**src/rtl/mbx_pkg.sv**
```systemverilog
package mbx_pkg;
    localparam int WORD_W  = 32;
    localparam int CODE_W  = 8;
    localparam int PAY_W   = 16;
    localparam int REQ_BIT = 15;
    localparam int BSY_BIT = 14;
    localparam int WR_BIT  = 13;
    localparam int PAY_LSB = 16;

    typedef enum logic [1:0] {
        ST_IDLE  = 2'd0,
        ST_ISSUE = 2'd1,
        ST_WAIT  = 2'd2,
        ST_ACK   = 2'd3
    } mbx_state_e;

    typedef struct packed {
        logic              write;
        logic [CODE_W-1:0] code;
        logic [PAY_W-1:0]  payload;
    } mbx_cmd_t;
endpackage

```
**src/rtl/mbx_host_regs.sv**
```systemverilog
module mbx_host_regs #(
    parameter int               ADDR_W  = 8,
    parameter logic [ADDR_W-1:0] CMD_OFS = 'h0,
    parameter logic [ADDR_W-1:0] STS_OFS = 'h4
) (
    input  logic                       clk,
    input  logic                       rst_n,
    input  logic                       host_wr,
    input  logic                       host_rd,
    input  logic [ADDR_W-1:0]          host_addr,
    input  logic [mbx_pkg::WORD_W-1:0] host_wdata,
    input  logic [mbx_pkg::WORD_W-1:0] status_word,
    output logic [mbx_pkg::WORD_W-1:0] cmd_word,
    output logic [mbx_pkg::WORD_W-1:0] host_rdata
);
    import mbx_pkg::*;

    typedef struct packed {
        logic [WORD_W-1:0] cmd;
        logic [WORD_W-1:0] rdata;
    } regs_t;

    regs_t regs_d, regs_q;

    always_comb begin
        regs_d = regs_q;
        if (host_wr && host_addr == CMD_OFS) begin
            regs_d.cmd = host_wdata;
        end
        if (host_rd) begin
            if (host_addr == CMD_OFS) begin
                regs_d.rdata = regs_q.cmd;
            end else if (host_addr == STS_OFS) begin
                regs_d.rdata = status_word;
            end else begin
                regs_d.rdata = '0;
            end
        end
    end

    always_ff @(posedge clk or negedge rst_n) begin
        if (!rst_n) begin
            regs_q <= '0;
        end else begin
            regs_q <= regs_d;
        end
    end

    assign cmd_word   = regs_q.cmd;
    assign host_rdata = regs_q.rdata;

    // command register only changes on a host write to its offset
    p_cmd_hold_r1: assert property (@(posedge clk) disable iff (!rst_n)
        !(host_wr && host_addr == CMD_OFS) |=> $stable(cmd_word));

    // read data holds between reads
    p_rdata_hold_r1: assert property (@(posedge clk) disable iff (!rst_n)
        !host_rd |=> $stable(host_rdata));
endmodule

```
**src/rtl/mbx_handshake.sv**
```systemverilog
module mbx_handshake (
    input  logic                      clk,
    input  logic                      rst_n,
    input  logic                      req,
    input  logic                      txn_write,
    input  logic                      rsp_valid,
    input  logic [mbx_pkg::PAY_W-1:0] rsp_data,
    output logic                      start,
    output logic                      busy,
    output logic                      ack,
    output logic [mbx_pkg::PAY_W-1:0] resp
);
    import mbx_pkg::*;

    typedef struct packed {
        mbx_state_e       state;
        logic [PAY_W-1:0] resp;
    } hs_t;

    hs_t hs_d, hs_q;

    always_comb begin
        hs_d  = hs_q;
        start = 1'b0;
        case (hs_q.state)
            ST_IDLE: begin
                if (req) begin
                    start      = 1'b1;
                    hs_d.state = ST_ISSUE;
                end
            end
            ST_ISSUE, ST_WAIT: begin
                if (rsp_valid) begin
                    hs_d.state = ST_ACK;
                    hs_d.resp  = txn_write ? '0 : rsp_data;
                end else begin
                    hs_d.state = ST_WAIT;
                end
            end
            ST_ACK: begin
                if (!req) begin
                    hs_d.state = ST_IDLE;
                    hs_d.resp  = '0;
                end
            end
            default: hs_d.state = ST_IDLE;
        endcase
    end

    always_ff @(posedge clk or negedge rst_n) begin
        if (!rst_n) begin
            hs_q <= '{state: ST_IDLE, resp: '0};
        end else begin
            hs_q <= hs_d;
        end
    end

    assign busy = (hs_q.state == ST_ISSUE) || (hs_q.state == ST_WAIT);
    assign ack  = (hs_q.state == ST_ACK);
    assign resp = hs_q.resp;

    // busy and acknowledge exclusive
    p_busy_ack_excl_r4: assert property (@(posedge clk) disable iff (!rst_n)
        !(busy && ack));

    // a response during a transaction raises acknowledge next cycle
    p_rsp_to_ack_r5: assert property (@(posedge clk) disable iff (!rst_n)
        (busy && rsp_valid) |=> ack);

    // acknowledge holds while the strobe is set
    p_ack_holds_r6: assert property (@(posedge clk) disable iff (!rst_n)
        (ack && req) |=> ack);

    // acknowledge drops after the strobe is cleared
    p_ack_drops_r6: assert property (@(posedge clk) disable iff (!rst_n)
        (ack && !req) |=> (!ack && resp == '0));

    // response field stable while acknowledge stays high
    p_resp_stable_r8: assert property (@(posedge clk) disable iff (!rst_n)
        (ack && $past(ack)) |-> $stable(resp));

    // a stray response while idle changes nothing
    p_stray_rsp_r9: assert property (@(posedge clk) disable iff (!rst_n)
        (!busy && !ack && !req) |=> (!ack && resp == '0));
endmodule

```
**src/rtl/mbx_attr_port.sv**
```systemverilog
module mbx_attr_port (
    input  logic                       clk,
    input  logic                       rst_n,
    input  logic                       start,
    input  mbx_pkg::mbx_cmd_t          cmd,
    output logic                       attr_valid,
    output logic                       attr_write,
    output logic [mbx_pkg::CODE_W-1:0] attr_code,
    output logic [mbx_pkg::PAY_W-1:0]  attr_wdata
);
    import mbx_pkg::*;

    typedef struct packed {
        logic     valid;
        mbx_cmd_t cmd;
    } port_t;

    port_t port_d, port_q;

    always_comb begin
        port_d       = port_q;
        port_d.valid = start;
        if (start) begin
            port_d.cmd = cmd;
        end
    end

    always_ff @(posedge clk or negedge rst_n) begin
        if (!rst_n) begin
            port_q <= '0;
        end else begin
            port_q <= port_d;
        end
    end

    assign attr_valid = port_q.valid;
    assign attr_write = port_q.cmd.write;
    assign attr_code  = port_q.cmd.code;
    assign attr_wdata = port_q.cmd.payload;

    // request pulse lasts one cycle
    p_valid_pulse_r2: assert property (@(posedge clk) disable iff (!rst_n)
        attr_valid |=> !attr_valid);

    // latched fields only move on a launch
    p_fields_hold_r8: assert property (@(posedge clk) disable iff (!rst_n)
        !start |=> $stable({attr_write, attr_code, attr_wdata}));
endmodule

```
**src/rtl/attr_mailbox.sv**
```systemverilog
module attr_mailbox #(
    parameter int                ADDR_W  = 8,
    parameter logic [ADDR_W-1:0] CMD_OFS = 'h00,
    parameter logic [ADDR_W-1:0] STS_OFS = 'h04
) (
    input  logic              clk,
    input  logic              rst_n,
    input  logic              host_wr,
    input  logic              host_rd,
    input  logic [ADDR_W-1:0] host_addr,
    input  logic [31:0]       host_wdata,
    output logic [31:0]       host_rdata,
    output logic              attr_valid,
    output logic              attr_write,
    output logic [7:0]        attr_code,
    output logic [15:0]       attr_wdata,
    input  logic              attr_rsp_valid,
    input  logic [15:0]       attr_rdata
);
    import mbx_pkg::*;

    localparam int LOW_PAD = BSY_BIT;

    logic [WORD_W-1:0] cmd_word;
    logic [WORD_W-1:0] status_word;
    logic              start;
    logic              busy;
    logic              ack;
    logic [PAY_W-1:0]  resp;
    mbx_cmd_t          cmd_fields;

    always_comb begin
        cmd_fields.write   = cmd_word[WR_BIT];
        cmd_fields.code    = cmd_word[CODE_W-1:0];
        cmd_fields.payload = cmd_word[PAY_LSB +: PAY_W];
    end

    assign status_word = {resp, ack, busy, {LOW_PAD{1'b0}}};

    mbx_host_regs #(
        .ADDR_W  (ADDR_W),
        .CMD_OFS (CMD_OFS),
        .STS_OFS (STS_OFS)
    ) u_regs (
        .clk         (clk),
        .rst_n       (rst_n),
        .host_wr     (host_wr),
        .host_rd     (host_rd),
        .host_addr   (host_addr),
        .host_wdata  (host_wdata),
        .status_word (status_word),
        .cmd_word    (cmd_word),
        .host_rdata  (host_rdata)
    );

    mbx_handshake u_hs (
        .clk       (clk),
        .rst_n     (rst_n),
        .req       (cmd_word[REQ_BIT]),
        .txn_write (attr_write),
        .rsp_valid (attr_rsp_valid),
        .rsp_data  (attr_rdata),
        .start     (start),
        .busy      (busy),
        .ack       (ack),
        .resp      (resp)
    );

    mbx_attr_port u_port (
        .clk        (clk),
        .rst_n      (rst_n),
        .start      (start),
        .cmd        (cmd_fields),
        .attr_valid (attr_valid),
        .attr_write (attr_write),
        .attr_code  (attr_code),
        .attr_wdata (attr_wdata)
    );

    // a launch only follows a cycle with acknowledge low
    p_launch_after_ack_low_r7: assert property (@(posedge clk) disable iff (!rst_n)
        attr_valid |-> !$past(ack));

    // busy is raised together with the launch pulse
    p_busy_on_launch_r4: assert property (@(posedge clk) disable iff (!rst_n)
        attr_valid |-> (busy && !ack));
endmodule

```
**config.mk**
```make
export PLATFORM = sky130hd
export DESIGN_NAME = attr_mailbox
export DESIGN_NICKNAME = d
export VERILOG_FILES = /design/src/rtl/mbx_pkg.sv /design/src/rtl/mbx_host_regs.sv /design/src/rtl/mbx_handshake.sv /design/src/rtl/mbx_attr_port.sv /design/src/rtl/attr_mailbox.sv
export SDC_FILE = /design/constraint.sdc
export NUM_CORES = 1
export LEC_CHECK = 0
export ABC_AREA = 1
export BUFFER_PORTS_ARGS = -buffer_cell sky130_fd_sc_hd__buf_2
export CORE_ASPECT_RATIO = 1.4
export CORE_UTILIZATION = 53
export DETAILED_ROUTE_END_ITERATION = 10
export PLACE_DENSITY_LB_ADDON = 0.3
export SYNTH_ARGS = -nofsm -noshare
export SYNTH_HDL_FRONTEND = slang
export SYNTH_SLANG_ARGS = --single-unit
```
**constraint.sdc**
```tcl
create_clock -name clk -period 1.65 [get_ports clk]
set_input_delay 0.0825 -clock clk [delete_from_list [all_inputs] [get_ports clk]]
set_output_delay 0.0825 -clock clk [all_outputs]
set_load 0.01 [all_outputs]
```
# ---- Yosys cells after proc, flatten, opt, wreduce, memory -nomap -nowiden
# Cells that the tools add are included.
dict set report totals {
  reg_bits 108
  latch_bits 0
  ram_bits 0
  romBits 0
  in_bits 61
  elab_cells 34
  n_memories 0
}
dict set report classes {
  n_addsub 0
  n_mul 0
  div 0
  order_cmp 0
  n_eq_ne 7
  shift 0
  mux 11
  n_bitwise 0
  n_reduce_logical 8
}
# operator count
set ops {}
lappend ops {{32-bit two-way mux} 2}
lappend ops {{16-bit two-way mux} 2}
lappend ops {{16-bit case mux with 2 select lines} 1}
lappend ops {{18-bit two-way mux} 1}
lappend ops {{8-bit by 3-bit equality test with 1-bit output (second input constant)} 1}
lappend ops {{8-bit logical NOT} 1}
lappend ops {{2-bit != test (second input constant)} 3}
lappend ops {{2-bit case mux with 3 select lines} 1}
lappend ops {{2-bit equality test (second input constant)} 2}
lappend ops {{1-bit two-way mux} 3}
lappend ops {{3-bit AND reduction} 1}
lappend ops {{2-bit by 1-bit equality test with 1-bit output (second input constant)} 1}
lappend ops {{2-bit logical NOT} 1}
lappend ops {{2-bit two-way mux} 1}
lappend ops {{2-bit AND reduction} 1}
lappend ops {{2-bit nonzero test} 1}
lappend ops {{2-bit OR reduction} 1}
lappend ops {{1-bit logical AND} 1}
lappend ops {{1-bit logical OR} 1}

# ---- Depth between registers and ports, before layout
dict set report logic_depth {
  word_depth 4
  ltp_mapped 9
  mapped_depth_nobuf 7
}

# ---- Hierarchy
# From an unflattened synthesis, not the netlist that was laid out.
dict set report hier_totals {
  hier_cells 646
  hier_area_um2 5091.1
}
# mod n_inst cells_per_inst area_per_inst_um2 seq_area_each_um2
set by_module_without_submodules {}
lappend by_module_without_submodules {mbx_host_regs 1 395 3011.6 1601.5}
lappend by_module_without_submodules {mbx_handshake 1 143 1086.0 450.4}
lappend by_module_without_submodules {mbx_attr_port 1 107 989.7 650.6}
lappend by_module_without_submodules {attr_mailbox 1 1 3.8 0.0}

# ---- Worst setup path after synthesis
# OpenSTA, ideal clock, no wires.
dict set report synth_timing {
  path_kind {reg-to-reg}
  start {register u_hs.hs_q[16] (netlist name)}
  end {register u_hs.hs_q (netlist bit u_hs.resp[1])}
  setup_ps 126
  arrival_ps 1246
  path_slack_ps 278
  stages_incl_launch_ff 9
  synth_period_minus_slack_ps 1372
  path_cell_list {dfrtp_1 > inv_1 > ha_1 > inv_1 > nand2_1 > o211ai_2 > buf_2 > nand2_1 > o21ai_0}
}
dict set report synth_via {
  elab_chain_cells 4
}
# item line
set synth_rtl {}
lappend synth_rtl {{from (decl)} mbx_handshake.sv:20} ;# hs_t hs_d, hs_q;
lappend synth_rtl {{from (signal assigned)} mbx_handshake.sv:52} ;# hs_q <= '{state: ST_IDLE, resp: '0};
lappend synth_rtl {{from (signal assigned)} mbx_handshake.sv:54} ;# hs_q <= hs_d;
lappend synth_rtl {{2-bit equality test or 2-bit by 1-bit equality test with 1-bit output (tied branches)} mbx_handshake.sv:25} ;# case (hs_q.state)
lappend synth_rtl {{2-bit OR reduction} mbx_handshake.sv:25}
lappend synth_rtl {{2-bit != test (no source line) or 2-bit nonzero test (tied branches)} n/a}
lappend synth_rtl {{3-bit AND reduction (no source line)} n/a}
# Parallel ways exist; a longest one is shown, timed or not.
# A chain may end at the register's enable or synchronous reset.

# ---- Worst setup path in the final report
# Ends and elaborated chain as after synthesis.

==> results_tabular.tex <==
\begin{tabular}{lr}
\hline
Metric & Value \\
\hline
\multicolumn{2}{l}{\textbf{Synth}} \\
Cells after Synth & $\sim$540 \\
Synthesis-stage register bit count & 108 \\
Post-synth ARST share & 1.000 \\
Yosys top cell area share & 0.5921 \\
Number of enable-type register cells in the synthesized netlist & 0 \\
Total number of yosys warnings & 0 \\
Mean Syn Cell Area & about 8.4 µm² \\
Cell type contributing the most total cell area after synthesis & sky130\_fd\_sc\_hd\_\_dfrtp\_1 \\
Most instantiated flip-flop cell in the synthesis netlist & sky130\_fd\_sc\_hd\_\_dfrtp\_1 \\
Sequential element share of the synthesized area & 0.5921 \\
Number of library cell types mapped by synthesis & 21 \\
Post-Synthesis Net Count & 606 \\
Top post-synthesis cells by area & sky130\_fd\_sc\_hd\_\_dfrtp\_1 59\%, sky130\_fd\_sc\_hd\_\_nand2\_1 25\%, sky130\_fd\_sc\_hd\_\_nand3\_1 7.0\%, sky130\_fd\_sc\_hd\_\_buf\_2 1.5\%, sky130\_fd\_sc\_hd\_\_o21ai\_1 1.1\% \\
Post-synth design cell area & roughly 0.0046 mm² \\
\multicolumn{2}{l}{\textbf{Route}} \\
Average wire per cell in the routed design & 13.75 µm \\
Antenna viol nets, final & 0 \\
DR vias & around 4,200 \\
DRC Markers & 0 \\
Number of DRC markers after the initial detailed-route iteration & 258 \\
Router iterations before antenna repair & 5 \\
Final wirelength & around 11 mm \\
Mean number of vias per cell & between 5 and 6 \\
\multicolumn{2}{l}{\textbf{CTS}} \\
Maximum count of clock buffers along a single path & 2 \\
CTS tree & done \\
Deepest level of the CTS H-tree & 3 \\
Cell at the root of the clock tree & sky130\_fd\_sc\_hd\_\_clkbuf\_16 \\
Clock network latency to the later pin of the worst-skew pair & 340 ps \\
Clock Pin Slew Worst Setup and Hold Paths & roughly 70 ps \\
Number of buffers created by CTS & 9 \\
Post-cts resize count & 0 \\
CTS sink count & $\sim$110 \\
\multicolumn{2}{l}{\textbf{GRT}} \\
Total congestion overflow after global routing & 0 \\
Pin count of the biggest net entering global routing & 43 \\
Antenna violations before repair & 0 \\
Global-route wire length before repair & 18.84 mm \\
Number of global-route vias before repair & roughly 4,000 \\
Global-route usage over all layers & 0.2719 \\
\multicolumn{2}{l}{\textbf{Setup path}} \\
Gate family responsible for the most delay along the worst path & flip-flops \\
Critical path, cell by cell & inv\_1 > ha\_1 > inv\_1 > nand2\_1 > o211ai\_2 > buf\_12 > nand2\_1 > o21ai\_0 \\
Sum of buffers and inverters on the critical path & 3 \\
Endpoint required time on the critical path & between 1500 and 2000 ps \\
Critical path capture point type & flip-flop \\
Type of origin of the critical path & flip-flop \\
Max incr delay on CP & between 300 and 400 ps \\
Maximum fanout along the worst path & 32 \\
Critical path start-end classification & reg -> reg \\
Arrival @ worst endpoint & between 1500 and 2000 ps \\
Slowest-stage cell, CP & sky130\_fd\_sc\_hd\_\_dfrtp\_1 \\
\multicolumn{2}{l}{\textbf{Place}} \\
Placed cell area & around 0.0052 mm² \\
Number of input and output port buffers inserted & approximately 120 \\
Detailed-placement wirelength estimate & around 7.4 mm \\
Final weighted congestion in routability-driven placement & 0.7963 \\
\multicolumn{2}{l}{\textbf{Layout}} \\
Inserted Diodes & 0 \\
Number of nets in the finished design & about 760 \\
Leading cell type in the layout, fill and taps excluded & sky130\_fd\_sc\_hd\_\_nand2\_1 \\
Fin area & between 0.005 and 0.006 mm² \\
Post-synthesis to final-layout area growth & 31.00\% \\
Core Util, Final & 0.7251 \\
Share of final-layout standard cells stronger than drive strength 1 & 0.2213 \\
Commonest cells after routing, fill and taps aside & 299 x sky130\_fd\_sc\_hd\_\_nand2\_1, 117 x sky130\_fd\_sc\_hd\_\_buf\_2, 108 x sky130\_fd\_sc\_hd\_\_dfrtp\_1 \\
\multicolumn{2}{l}{\textbf{Run}} \\
MaxCap Viol Count & 0 \\
\multicolumn{2}{l}{\textbf{Power and ir drop}} \\
Areal power density over the cells & between 1000 and 1500 mW/mm² \\
Design Power & $\sim$6.6 mW \\
Maximum VDD drop & between 800 and 900 µV \\
Leakage power of the design & $\sim$3.5 nW \\
\multicolumn{2}{l}{\textbf{STA}} \\
Minimum hold slack & about 8.3 ps \\
Worst clock skew & approximately 5 ps \\
Hold violation total from the final report & 0 \\
Final setup vio count & 0 \\
Period utilization & 0.9170 \\
Worst slew pin tran & approximately 520 ps \\
Max-slew violation total from the final report & 0 \\
RSZ-0062 raised after global routing & no \\
Setup TNS & 0 ps \\
Highest clock frequency the design can meet & about 0.66 GHz \\
Worst rel slew slack & 0.6560 \\
Minimum clock period & approximately 1500 ps \\
\multicolumn{2}{l}{\textbf{Floorplanning}} \\
Die footprint & 0.008992 mm² \\
Floorplan Core Area & just over 0.008 mm² \\
Height of the die & approximately 110 µm \\
Horizontal die dimension & just over 80 µm \\
Effective utilization at floorplan & 0.5535 \\
I/O pin cnt & 119 \\
Number of standard-cell rows in the floorplan & 39 \\
\multicolumn{2}{l}{\textbf{Hold path}} \\
Type of the worst min-delay path & in -> reg \\
\multicolumn{2}{l}{\textbf{Outcome}} \\
Status & finished, final reports clean \\
\hline
\end{tabular}
## report_power, final
group,switching [mW],leakage [nW],internal (mW)
clock,0.933,0.144,1.21
sequential,0.159,1.48,2.93
combinational,0.802,1.90,0.570
total,1.89,3.52,4.71
## cell families (layout without fill, tap and decap cells)
logic type / after synthesis / after routing / synth area share
DFF: 108 / 108 / 0.5921
adders and majority gates: 2 / 2 / 0.005482
and+or+nand+nor: 372 / 372 / 0.3268
buffers and inverters: 41 / 203 / 0.05181
AOI/OAI and AO/OA: 20 / 20 / 0.02385
## per-layer routing
metal	routed length (µm)	part of all wire	vias to the layer above	global-route usage
li1	-	-	2012	-
met1	4657	0.42	1988	0.3571
met2	5607	0.51	151	0.4384
met3	557	0.050	24	0.04426
met4	271	0.024	0	0.1226
met5	0	0	-	0
## through the flow
step,worst slack (ps),std cells
2_1_floorplan,277.6,543
3_3_place_gp,256.5,747
3_5_place_dp,146.0,747
4_1_cts,112.5,805
5_1_grt,20.29,807
6_report,136.9,807
## tightest hold or removal path, delay by kind of cell
kind	cells	cell delay, ps
AOI/OAI and AO/OA	1	70
buffers and inverters	1	100
and+or+nand+nor	1	50
## path summary, 6_finish.rpt
check,from,end,slack (ps),depth (start not counted)
min in group asynchronous,rst_n,u_port.attr_wdata[6]$_DFFE_PN0P_,260,2
worst max register to register,u_hs.hs_q[16]$_DFFE_PN0P_,u_hs.resp[1]$_DFFE_PN0P_,140,8
worst min-delay path,attr_rdata[3],u_hs.resp[3]$_DFFE_PN0P_,8,3
max in group asynchronous,rst_n,u_hs.resp[1]$_DFFE_PN0P_,750,3
worst max-delay path,u_hs.hs_q[16]$_DFFE_PN0P_,u_hs.resp[1]$_DFFE_PN0P_,140,8
worst min register to register,u_port.attr_code[1]$_DFFE_PN0P_,u_port.attr_code[1]$_DFFE_PN0P_,480,2
## cell usage after synthesis (2+ instances only)
cell type	n
sky130_fd_sc_hd__buf_2	14
sky130_fd_sc_hd__buf_4	4
sky130_fd_sc_hd__buf_6	3
sky130_fd_sc_hd__clkbuf_1	7
sky130_fd_sc_hd__clkinv_1	2
sky130_fd_sc_hd__dfrtp_1	108
sky130_fd_sc_hd__ha_1	2
sky130_fd_sc_hd__inv_1	8
sky130_fd_sc_hd__nand2_1	299
sky130_fd_sc_hd__nand3_1	64
sky130_fd_sc_hd__nor2_1	5
sky130_fd_sc_hd__nor2_2	2
sky130_fd_sc_hd__o21ai_0	8
sky130_fd_sc_hd__o21ai_1	10
## state kept, by name, indices dropped and copies added, names as in the netlist
name	flops
u_regs.cmd_word	32
u_regs.host_rdata	32
u_hs.resp	16
u_port.attr_wdata	16
u_port.attr_code	8
u_hs.hs_q	2
u_port.attr_valid	1
u_port.attr_write	1
## final cells by class
class / count / area [µm²]
fillers: 632 / 2267
inverters: 10 / 37.54
flip-flops and latches: 108 / 2703
clock inverters: 6 / 63.81
well taps: 102 / 127.6
clock buffers: 10 / 239.0
repair buffers: 177 / 1179
multi-input cells: 394 / 1630
## timing repair
item                                    in CTS  in global routing
hold buffers                                42                  0
hold endpoints to repair                    78                  0
buffers inserted                             0                  2
endpoints found under the setup margin       0                  2
No activity file was read; power rests on OpenSTA's default activity.
